**config.mk**
```make
export PLATFORM = sky130hd
export DESIGN_NAME = osys_matmul
export DESIGN_NICKNAME = d
export VERILOG_FILES = /design/src/rtl/osys_pkg.sv /design/src/rtl/osys_rst_sync.sv /design/src/rtl/osys_seq.sv /design/src/rtl/osys_delay.sv /design/src/rtl/osys_cell.sv /design/src/rtl/osys_matmul.sv
export SDC_FILE = /design/constraint.sdc
export NUM_CORES = 2
export LEC_CHECK = 0
export BUFFER_PORTS_ARGS = -buffer_cell sky130_fd_sc_hd__buf_2
export CORE_MARGIN = 4
export CORE_UTILIZATION = 50
export CTS_CLUSTER_SIZE = 16
export DETAILED_ROUTE_END_ITERATION = 6
export PLACE_DENSITY_LB_ADDON = 0.1
export RECOVER_POWER = 100
export SLEW_MARGIN = 20
export SYNTH_ARGS = -nofsm -noshare
export SYNTH_HDL_FRONTEND = slang
export SYNTH_HIERARCHICAL = 1
export SYNTH_SLANG_ARGS = --single-unit
```
**constraint.sdc**
```tcl
create_clock -name clk -period 17.1 [get_ports clk]
set_input_delay 0 -clock clk [delete_from_list [all_inputs] [get_ports clk]]
set_output_delay 0 -clock clk [all_outputs]
set_load 0.01 [all_outputs]
```
**src/rtl/osys_pkg.sv**
```systemverilog
package osys_pkg;
  typedef enum logic [1:0] {
    SEQ_IDLE  = 2'd0,
    SEQ_FEED  = 2'd1,
    SEQ_FLUSH = 2'd2,
    SEQ_DRAIN = 2'd3
  } seq_state_e;
endpackage

```
**src/rtl/osys_rst_sync.sv**
```systemverilog
module osys_rst_sync (
  input  logic clk,
  input  logic arst_n,
  output logic rst_n_o
);
  logic [1:0] sync_q;

  always_ff @(posedge clk or negedge arst_n) begin
    if (!arst_n) sync_q <= 2'b00;
    else         sync_q <= {sync_q[0], 1'b1};
  end

  assign rst_n_o = sync_q[1];
endmodule

```
**src/rtl/osys_seq.sv**
```systemverilog
module osys_seq #(
  parameter int N = 4
) (
  input  logic clk,
  input  logic rst_n,
  input  logic start,
  output logic clr,
  output logic feed_en,
  output logic mac_en,
  output logic drain_en,
  output logic res_valid,
  output logic done
);
  import osys_pkg::*;

  localparam int CW = $clog2(2 * N);
  localparam logic [CW-1:0] FEED_LAST  = CW'(N - 1);
  localparam logic [CW-1:0] FLUSH_LAST = CW'(2 * N - 3);
  localparam logic [CW-1:0] DRAIN_LAST = CW'(N - 1);

  seq_state_e    state_q, state_d;
  logic [CW-1:0] cnt_q, cnt_d;

  always_comb begin
    state_d = state_q;
    cnt_d   = cnt_q;
    if (start) begin
      state_d = SEQ_FEED;
      cnt_d   = '0;
    end else begin
      unique case (state_q)
        SEQ_IDLE: begin
          state_d = SEQ_IDLE;
        end
        SEQ_FEED: begin
          if (cnt_q == FEED_LAST) begin
            state_d = SEQ_FLUSH;
            cnt_d   = '0;
          end else begin
            cnt_d = cnt_q + 1'b1;
          end
        end
        SEQ_FLUSH: begin
          if (cnt_q == FLUSH_LAST) begin
            state_d = SEQ_DRAIN;
            cnt_d   = '0;
          end else begin
            cnt_d = cnt_q + 1'b1;
          end
        end
        SEQ_DRAIN: begin
          if (cnt_q == DRAIN_LAST) begin
            state_d = SEQ_IDLE;
            cnt_d   = '0;
          end else begin
            cnt_d = cnt_q + 1'b1;
          end
        end
        default: begin
          state_d = SEQ_IDLE;
          cnt_d   = '0;
        end
      endcase
    end
  end

  always_ff @(posedge clk or negedge rst_n) begin
    if (!rst_n) begin
      state_q <= SEQ_IDLE;
      cnt_q   <= '0;
    end else begin
      state_q <= state_d;
      cnt_q   <= cnt_d;
    end
  end

  assign clr       = start;
  assign feed_en   = (state_q == SEQ_FEED);
  assign mac_en    = (state_q == SEQ_FEED) || (state_q == SEQ_FLUSH);
  assign drain_en  = (state_q == SEQ_DRAIN);
  assign res_valid = (state_q == SEQ_DRAIN);
  assign done      = (state_q == SEQ_DRAIN) && (cnt_q == DRAIN_LAST);
endmodule

```
**src/rtl/osys_delay.sv**
```systemverilog
module osys_delay #(
  parameter int W     = 8,
  parameter int DEPTH = 1
) (
  input  logic         clk,
  input  logic         rst_n,
  input  logic         clr,
  input  logic         en,
  input  logic [W-1:0] din,
  output logic [W-1:0] dout
);
  generate
    if (DEPTH == 0) begin : g_wire
      assign dout = din;
    end else begin : g_regs
      logic [W-1:0] sr_q [DEPTH];
      logic [W-1:0] sr_d [DEPTH];

      always_comb begin
        for (int s = 0; s < DEPTH; s++) begin
          sr_d[s] = sr_q[s];
        end
        if (clr) begin
          for (int s = 0; s < DEPTH; s++) begin
            sr_d[s] = '0;
          end
        end else if (en) begin
          sr_d[0] = din;
          for (int s = 1; s < DEPTH; s++) begin
            sr_d[s] = sr_q[s-1];
          end
        end
      end

      always_ff @(posedge clk or negedge rst_n) begin
        if (!rst_n) begin
          for (int s = 0; s < DEPTH; s++) begin
            sr_q[s] <= '0;
          end
        end else begin
          for (int s = 0; s < DEPTH; s++) begin
            sr_q[s] <= sr_d[s];
          end
        end
      end

      assign dout = sr_q[DEPTH-1];
    end
  endgenerate
endmodule

```
**src/rtl/osys_cell.sv**
```systemverilog
module osys_cell #(
  parameter int W  = 8,
  parameter int AW = 18
) (
  input  logic          clk,
  input  logic          rst_n,
  input  logic          clr,
  input  logic          mac_en,
  input  logic          drain_en,
  input  logic [W-1:0]  a_i,
  input  logic [W-1:0]  b_i,
  input  logic [AW-1:0] acc_i,
  output logic [AW-1:0] acc_o
);
  logic [AW-1:0] acc_q, acc_d;
  logic [AW-1:0] prod;

  assign prod = AW'(a_i) * AW'(b_i);

  always_comb begin
    acc_d = acc_q;
    if (clr)           acc_d = '0;
    else if (mac_en)   acc_d = acc_q + prod;
    else if (drain_en) acc_d = acc_i;
  end

  always_ff @(posedge clk or negedge rst_n) begin
    if (!rst_n) acc_q <= '0;
    else        acc_q <= acc_d;
  end

  assign acc_o = acc_q;
endmodule

```
**src/rtl/osys_matmul.sv**
```systemverilog
module osys_matmul #(
  parameter int N = 4,
  parameter int W = 8,
  localparam int ACC_W = 2 * W + $clog2(N)
) (
  input  logic               clk,
  input  logic               rst_n,
  input  logic               start,
  input  logic [N*W-1:0]     a_edge,
  input  logic [N*W-1:0]     b_edge,
  output logic               res_valid,
  output logic [N*ACC_W-1:0] res_row,
  output logic               done
);
  logic rst_n_int;
  logic clr, feed_en, mac_en, drain_en;

  logic [W-1:0]     a_h [N][N];
  logic [W-1:0]     b_v [N][N];
  logic [ACC_W-1:0] acc [N][N];

  osys_rst_sync u_rst (
    .clk     (clk),
    .arst_n  (rst_n),
    .rst_n_o (rst_n_int)
  );

  osys_seq #(.N(N)) u_seq (
    .clk       (clk),
    .rst_n     (rst_n_int),
    .start     (start),
    .clr       (clr),
    .feed_en   (feed_en),
    .mac_en    (mac_en),
    .drain_en  (drain_en),
    .res_valid (res_valid),
    .done      (done)
  );

  generate
    for (genvar e = 0; e < N; e++) begin : g_edge
      logic [W-1:0] a_feed, b_feed;
      assign a_feed = feed_en ? a_edge[e*W +: W] : '0;
      assign b_feed = feed_en ? b_edge[e*W +: W] : '0;

      osys_delay #(.W(W), .DEPTH(e)) u_skew_a (
        .clk (clk), .rst_n (rst_n_int), .clr (clr), .en (mac_en),
        .din (a_feed), .dout (a_h[e][0])
      );
      osys_delay #(.W(W), .DEPTH(e)) u_skew_b (
        .clk (clk), .rst_n (rst_n_int), .clr (clr), .en (mac_en),
        .din (b_feed), .dout (b_v[0][e])
      );
    end

    for (genvar r = 0; r < N; r++) begin : g_row
      for (genvar c = 0; c < N; c++) begin : g_col
        logic [ACC_W-1:0] acc_above;
        if (r == 0) begin : g_top
          assign acc_above = '0;
        end else begin : g_inner
          assign acc_above = acc[r-1][c];
        end

        osys_cell #(.W(W), .AW(ACC_W)) u_cell (
          .clk      (clk),
          .rst_n    (rst_n_int),
          .clr      (clr),
          .mac_en   (mac_en),
          .drain_en (drain_en),
          .a_i      (a_h[r][c]),
          .b_i      (b_v[r][c]),
          .acc_i    (acc_above),
          .acc_o    (acc[r][c])
        );

        if (c < N - 1) begin : g_link_a
          osys_delay #(.W(W), .DEPTH(1)) u_link (
            .clk (clk), .rst_n (rst_n_int), .clr (clr), .en (mac_en),
            .din (a_h[r][c]), .dout (a_h[r][c+1])
          );
        end
        if (r < N - 1) begin : g_link_b
          osys_delay #(.W(W), .DEPTH(1)) u_link (
            .clk (clk), .rst_n (rst_n_int), .clr (clr), .en (mac_en),
            .din (b_v[r][c]), .dout (b_v[r+1][c])
          );
        end
      end
    end

    for (genvar c = 0; c < N; c++) begin : g_out
      assign res_row[c*ACC_W +: ACC_W] = acc[N-1][c];
    end
  endgenerate
endmodule

```
# Yosys cells after proc, flatten, opt, wreduce, memory -nomap -nowiden

Index checks and enable logic that the tools add are counted.

Register bits after elaboration: 583
Bits of input ports: 67
Logic and storage cells: 226
Output and inout bits: 74

Add/subtract/negate cells: 17
Equal/unequal tests: 8
Reductions and logical operators: 8
Muxes and demuxes: 122
Multipliers: 16

Operators with widths:

| operator                                                                 | number |
|---|---|
| 18-bit two-way mux                                                       | 45 |
| 8-bit two-way mux                                                        | 60 |
| 18-bit by 16-bit adder with 18-bit output                                | 16 |
| 8-bit by 8-bit multiplier with 16-bit output                             | 16 |
| 24-bit two-way mux                                                       | 4 |
| 16-bit two-way mux                                                       | 4 |
| 3-bit two-way mux                                                        | 3 |
| 3-bit by 2-bit inequality test with 1-bit output (second input constant) | 3 |
| 2-bit two-way mux                                                        | 4 |
| 2-bit one-hot mux with 4 select lines                                    | 1 |
| 3-bit one-hot mux with 2 select lines                                    | 1 |
| 3-bit nonzero test                                                       | 2 |
| 2-bit == test (second input constant)                                    | 2 |
| 3-bit by 1-bit adder with 3-bit output (second input constant)           | 1 |
| 3-bit by 2-bit == test with 1-bit output (second input constant)         | 1 |
| 3-bit == test (second input constant)                                    | 1 |
| 3-bit AND reduction                                                      | 1 |
| 2-bit by 1-bit == test with 1-bit output (second input constant)         | 1 |
| 2-bit logical NOT                                                        | 1 |
| 2-bit nonzero test                                                       | 1 |
| 2-bit OR reduction                                                       | 1 |
| 1-bit logical AND                                                        | 1 |
| 1-bit logical OR                                                         | 1 |

# Depth between registers and ports, before layout

Depth in word-level cells: 6
Mapped depth: 22
Depth with buffers taken out: 19

# Modules after synthesis

The synthesis kept the hierarchy.

Modules (own cells, without submodules):

| module                                   | area an instance (um^2) | cells an instance | instances | seq. area each (um^2) |
|---|---|---|---|---|
| osys_cell (g_row[1].g_col[1].u_cell ...) | 3626.0                  | 422               | 6         | 450.4 |
| osys_cell (g_row[0].g_col[0].u_cell ...) | 3535.9                  | 406               | 4         | 450.4 |
| osys_delay (g_edge[1].u_skew_a ...)      | 325.3                   | 26                | 26        | 200.2 |
| osys_cell (g_row[3].g_col[0].u_cell ...) | 3578.4                  | 415               | 2         | 450.4 |
| osys_cell (g_row[3].g_col[3].u_cell)     | 3607.2                  | 419               | 1         | 450.4 |
| osys_cell (g_row[1].g_col[0].u_cell)     | 3577.2                  | 409               | 1         | 450.4 |
| osys_cell (g_row[2].g_col[3].u_cell)     | 3562.2                  | 411               | 1         | 450.4 |
| osys_cell (g_row[3].g_col[2].u_cell)     | 3504.6                  | 401               | 1         | 450.4 |
| osys_delay (g_edge[3].u_skew_a ...)      | 1049.8                  | 85                | 2         | 600.6 |
| osys_delay (g_edge[2].u_skew_a ...)      | 720.7                   | 60                | 2         | 400.4 |
| osys_matmul                              | 514.2                   | 71                | 1         | 0.0 |
| osys_seq                                 | 411.6                   | 42                | 1         | 125.1 |
| osys_delay (g_edge[0].u_skew_a ...)      | 60.1                    | 8                 | 2         | 0.0 |
| osys_rst_sync                            | 53.8                    | 3                 | 1         | 50.0 |

# Worst setup path before layout

No wires, ideal clock.

Kind: register -> register
From: reg u_seq.state_q[1]
To: reg g_row[0].g_col[0].u_cell.acc_q[16]
Stages on the path, launching flop included: 21
Period minus slack after synthesis: 4930 ps
Library setup time: 141 ps
Path buffers: 3
Data required time: 16959 ps
Arrival time: 4789 ps
Path slack: 12170 ps
Cell sequence: dfrtp_1 -> inv_1 -> ha_1 -> clkbuf_2 -> and2_2 -> buf_4 -> clkbuf_1 -> nand2_1 -> fa_1 -> inv_1 -> fa_1 -> fa_1 -> inv_1 -> fa_1 -> inv_1 -> ha_1 -> a21oi_2 -> a31oi_1 -> o41ai_2 -> xor2_1 -> a211oi_2

Cells in the longest elaborated chain, start to end: 6
Elaborated cells on any way between the ends: 11
Classes of those cells: add/sub (1); mul (1); eq/ne (3); mux (4); reduce/logical (2)

RTL lines:

| what                                         | RTL line          | text |
|---|---|---|
| start: declaration                           | osys_seq.sv:21    | `seq_state_e state_q, state_d;` |
| start signal: assignment                     | osys_seq.sv:72    | `state_q <= state_d;` |
| 2-bit by 1-bit == test with 1-bit output     | osys_seq.sv:78    | `assign feed_en = (state_q == SEQ_FEED);` |
| via feed_en                                  | osys_matmul.sv:16 | `logic clr, feed_en, mac_en, drain_en;` |
| 8-bit two-way mux                            | osys_matmul.sv:44 | `assign b_feed = feed_en ? b_edge[e*W +: W] : '0;` |
| via g_edge[0].b_feed[1]                      | osys_matmul.sv:42 | `logic [W-1:0] a_feed, b_feed;` |
| 8-bit by 8-bit multiplier with 16-bit output | osys_cell.sv:18   | `assign prod = AW'(a_i) * AW'(b_i);` |
| 18-bit by 16-bit adder with 18-bit output    | osys_cell.sv:23   | `else if (mac_en) acc_d = acc_q + prod;` |
| 18-bit two-way mux                           | osys_cell.sv:23   |  |
| 18-bit two-way mux                           | osys_cell.sv:22   | `if (clr) acc_d = '0;` |
| end signal: assignment                       | osys_cell.sv:28   | `if (!rst_n) acc_q <= '0;` |
| end signal: assignment                       | osys_cell.sv:29   | `else acc_q <= acc_d;` |
| end: declaration                             | osys_cell.sv:15   | `logic [AW-1:0] acc_q, acc_d;` |

The timed path passes the listed nets, and every way through them passes these cells.
A chain may end at the register's enable or synchronous reset.

# Final worst setup path

From: reg u_seq.state_q[0]
To: reg g_row[0].g_col[0].g_link_a.u_link.g_regs.sr_q, in the netlist g_row[0].g_col[0].g_link_a.u_link/dout[1]

Elaborated cells on any way between the ends: 7
Classes of those cells: eq/ne (2); mux (3); reduce/logical (2)

RTL lines:

| what                                                                      | RTL line          | text |
|---|---|---|
| 2-bit by 1-bit == test with 1-bit output or 2-bit == test (tied branches) | osys_seq.sv:79    | `assign mac_en = (state_q == SEQ_FEED) \|\| (state_q == SEQ_FLUSH);` |
| 1-bit logical OR (*)                                                      | osys_seq.sv:79    |  |
| via mac_en                                                                | osys_matmul.sv:16 |  |
| 2-bit nonzero test (no line) (*)                                          | n/a               |  |
| end signal: indexed assignment                                            | osys_delay.sv:42  | `sr_q[s] <= sr_d[s];` |
| end: declaration                                                          | osys_delay.sv:16  | `logic [W-1:0] sr_q [DEPTH];` |

The timed path passes the listed nets; every way through them passes the cells marked *. The select of a mux whose other input is x is not followed.

==> flow_metrics.tcl <==
set metrics [dict create \
    outcome "complete, but fails checks" \
    violations "capacitance limit, slew limit" \
    syn_inst 7724 \
    io_buffer_count 140 \
    final_max_slew_viol_count 1018 \
    syn_avg_cell_area_um2 9.12 \
    fmax_mhz 102 \
    crit_path_start_kind "flip-flop" \
    cts_root_buf "clkbuf_16" \
    busiest_layer "met2" \
    skew_ps 20.9 \
    antenna_found_initial 3 \
    ys_ff_latch 583 \
    drt_wl_total_um 175000 \
    rr_endpoint "g_row[0].g_col[0].g_link_a.u_link/dout[1]" \
    grtUsageMet2 0.404 \
    finalSetupViolCount 0 \
    clock_path_buffers 3 \
    met3_usage 0.0232 \
    avgRoutedWirePerCell_um 17.9 \
    critPathKind "flip-flop to flip-flop" \
    clk_pin_slew_worst_paths_ps 60 \
    insertion_delay_ps 670 \
    start_util 0.504 \
    async_flop_share 1.00 \
    rr_startpoint "u_seq/state_q[0]" \
    dr_total_vias 51964 \
    synth_cell_types 86 \
    area_growth_pct 7.81 \
    setup_ws_ps 7260 \
    drive_gt1_frac 0.0548 \
    final_common_cell "inv_1" \
    dieArea_mm2 0.147 \
    row_count 137 \
    switching_share 0.437 \
    pwr-share-comb 0.480 \
    peakVddDrop_v 0.000170 \
    drtIter0Drc 3102 \
    cp-startpoint "u_seq/state_q[0]" \
    rsz0062_at_grt "no" \
    switchingPower_mw 3.30 \
    viasPerCell 5.31 \
    fin_crit_sh 0.576 \
    power_leakage_nw 39.8 \
    ff_latch_area_mm2 0.0146 \
    gr-usage-met1 0.357 \
    track_usage 0.247 \
    first_pass_iters 5 \
    fp.dieW_um 383 \
    final.setup.tns_ps 0 \
    ys_seq_area_frac 0.207 \
    grt_pass1_wl_um 296000 \
    nFillCells 12972 \
    max-cap-violations 16 \
    dp.final_hpwl_um 133000 \
    cts_tree "yes" \
    cp.arrival_ps 10440 \
    reg2reg_depth 8 \
    fin_crit_ps 9840 \
    layout.nets 9358 \
    yosys_warnings 6 \
    cts_num_sinks 583 \
    ios 141 \
    crit_fanout 103 \
    synth_edf_count 0 \
    final_cell_mix "inv_1, fa_1, nor2_1, ha_1, dfrtp_1" \
    hold_path.class "input pin to async pin" \
    drc_errors 0 \
    worst_setup_path_end_kind "flip-flop" \
    core_mm2 0.140 \
    p_int_mw 4.25 \
    clkPwrFrac 0.238 \
    cts_htree_levels 3 \
    numCtsBuffers 77 \
    p_seq_frac 0.282 \
    grt_pass1_vias 54833 \
    grt_overflow 0 \
    place_ws_ps 11660 \
    multi_input_area_mm2 0.0485 \
    tightestPinTransition_ps 7100 \
    slew_headroom -3.73 \
    regToRegSetupSlack_ps 7260 \
    grt_max_degree 178 \
    power_density_mw_per_mm2 99.5 \
    antenna_left 0 \
    die_h_um 383 \
    hold_viol 0 \
    syn_area_mm2 0.0704 \
    required_ps 17700 \
    routabilityCongestion 0.854 \
    synth_ff_type "dfrtp_1" \
]
## worst max-delay path, stage by stage, from the launching register on
cell and delay [ps]:
dfrtp_1 460, inv_1 70, ha_1 320, clkinvlp_2 2460, clkbuf_1 2300, clkbuf_1 2880, mux2i_1 340, nor2_1 270
dlygate4sd3_1 600
## power by group through the flow
stage | Sequential, mW | Combinational (mW) | Clock (mW)
3_3_place_gp | 2.15 | 3.43 | 0
6_report | 2.13 | 3.62 | 1.80
4_1_cts | 2.13 | 3.55 | 1.85
2_1_floorplan | 1.87 | 3.00 | 0
5_1_grt | 2.17 | 4.12 | 1.90
3_5_place_dp | 2.15 | 3.49 | 0
## cells in the mapped netlist (32+ instances only)
| library cell | n | area share |
|---|---|---|
| nand4_1 | 35 | 0.0031 |
| inv_1 | 1556 | 0.083 |
| clkbuf_1 | 117 | 0.0062 |
| fa_1 | 800 | 0.23 |
| mux2i_1 | 461 | 0.066 |
| and2_1 | 563 | 0.050 |
| buf_4 | 52 | 0.0055 |
| xor2_1 | 76 | 0.0095 |
| o21ai_0 | 102 | 0.0073 |
| nand2_1 | 576 | 0.031 |
| dfrtp_1 | 583 | 0.21 |
| nor3_1 | 33 | 0.0023 |
| ha_1 | 647 | 0.11 |
| nor2b_1 | 88 | 0.0078 |
| a211oi_2 | 40 | 0.0071 |
| o21a_1 | 36 | 0.0038 |
| xnor2_1 | 70 | 0.0087 |
| buf_1 | 54 | 0.0029 |
| a211oi_1 | 236 | 0.025 |
| a21oi_1 | 241 | 0.017 |
| o21ai_1 | 44 | 0.0031 |
| nor2_1 | 645 | 0.034 |
| buf_2 | 32 | 0.0023 |
| and2_2 | 64 | 0.0068 |
| buf_6 | 33 | 0.0053 |
| a21o_1 | 48 | 0.0051 |
## state kept, by name (all words and copies together) (netlist names)
signal / cells
g_edge.u_skew_b/g_regs.sr_q: 24
u_rst/sync_q: 2
g_edge.u_skew_a/g_regs.sr_q: 24
g_row.g_col.u_cell/acc_o: 288
g_row.g_col.g_link_b.u_link/dout: 96
u_seq/cnt_q: 3
g_row.g_col.g_link_a.u_link/dout: 96
g_edge.u_skew_b/dout: 24
u_seq/state_q: 2
g_edge.u_skew_a/dout: 24
## cell type report
| class | count | area share |
|---|---|---|
| multi-input combinational | 5355 | 0.639 |
| sequential | 583 | 0.192 |
| inverter | 1556 | 0.0770 |
| tap | 1876 | 0.0309 |
| clock buffer | 103 | 0.0291 |
| timing repair buffer | 271 | 0.0245 |
| clock inverter | 37 | 0.00730 |
| antenna | 3 | 0.0000989 |
## cells by family after synthesis
| kind of cell | synth area share |
|---|---|
| and+or+nand+nor | 0.156 |
| buffers and inverters | 0.107 |
| adders and majority gates | 0.342 |
| AOI/OAI and AO/OA | 0.102 |
| DFF | 0.207 |
| muxes | 0.0670 |
| xor gates and xnor gates | 0.0182 |
| other | 0.000107 |
## per-stage QoR
step	instances	area [um^2]	utilization	total power, mW	hold slack, ps
6_report	9784	75900	0.543	7.55	188
5_1_grt	9784	75900	0.543	8.19	198
4_1_cts	9781	76100	0.545	7.53	127
3_5_place_dp	9541	72300	0.518	5.64	-209
3_3_place_gp	9541	72300	0.518	5.58	-212
2_1_floorplan	7795	70700	-	4.87	-296
## metal layers
| layer | vias up | wire, um |
|---|---|---|
| met3 | 152 | 5990 |
| li1 | 24787 | - |
| met5 | - | 0 |
| met1 | 26163 | 84500 |
| met4 | 0 | 2930 |
| met2 | 862 | 82000 |
## how the worst max path moves through the flow
stage,to,slack [ps],cells after the start
2_1_floorplan,g_edge[1].u_skew_a/dout[0],7620,0
3_3_place_gp,g_row[0].g_col[0].u_cell/acc_o[16],11720,16
3_5_place_dp,g_row[0].g_col[0].u_cell/acc_o[16],11660,16
4_1_cts,g_row[0].g_col[0].u_cell/acc_o[16],11650,16
5_1_grt,g_row[0].g_col[1].g_link_b.u_link/dout[2],6150,1
6_report,g_row[0].g_col[0].g_link_a.u_link/dout[1],7260,8
## timing repair
action | 4_1_cts | 5_1_grt
buffers inserted | 0 | 0
setup endpoints to repair | 0 | 0
hold endpoints to repair | 130 | 0
resized for setup | 0 | 0
hold buffers | 100 | 0
Power figures use the tool's default switching activity.
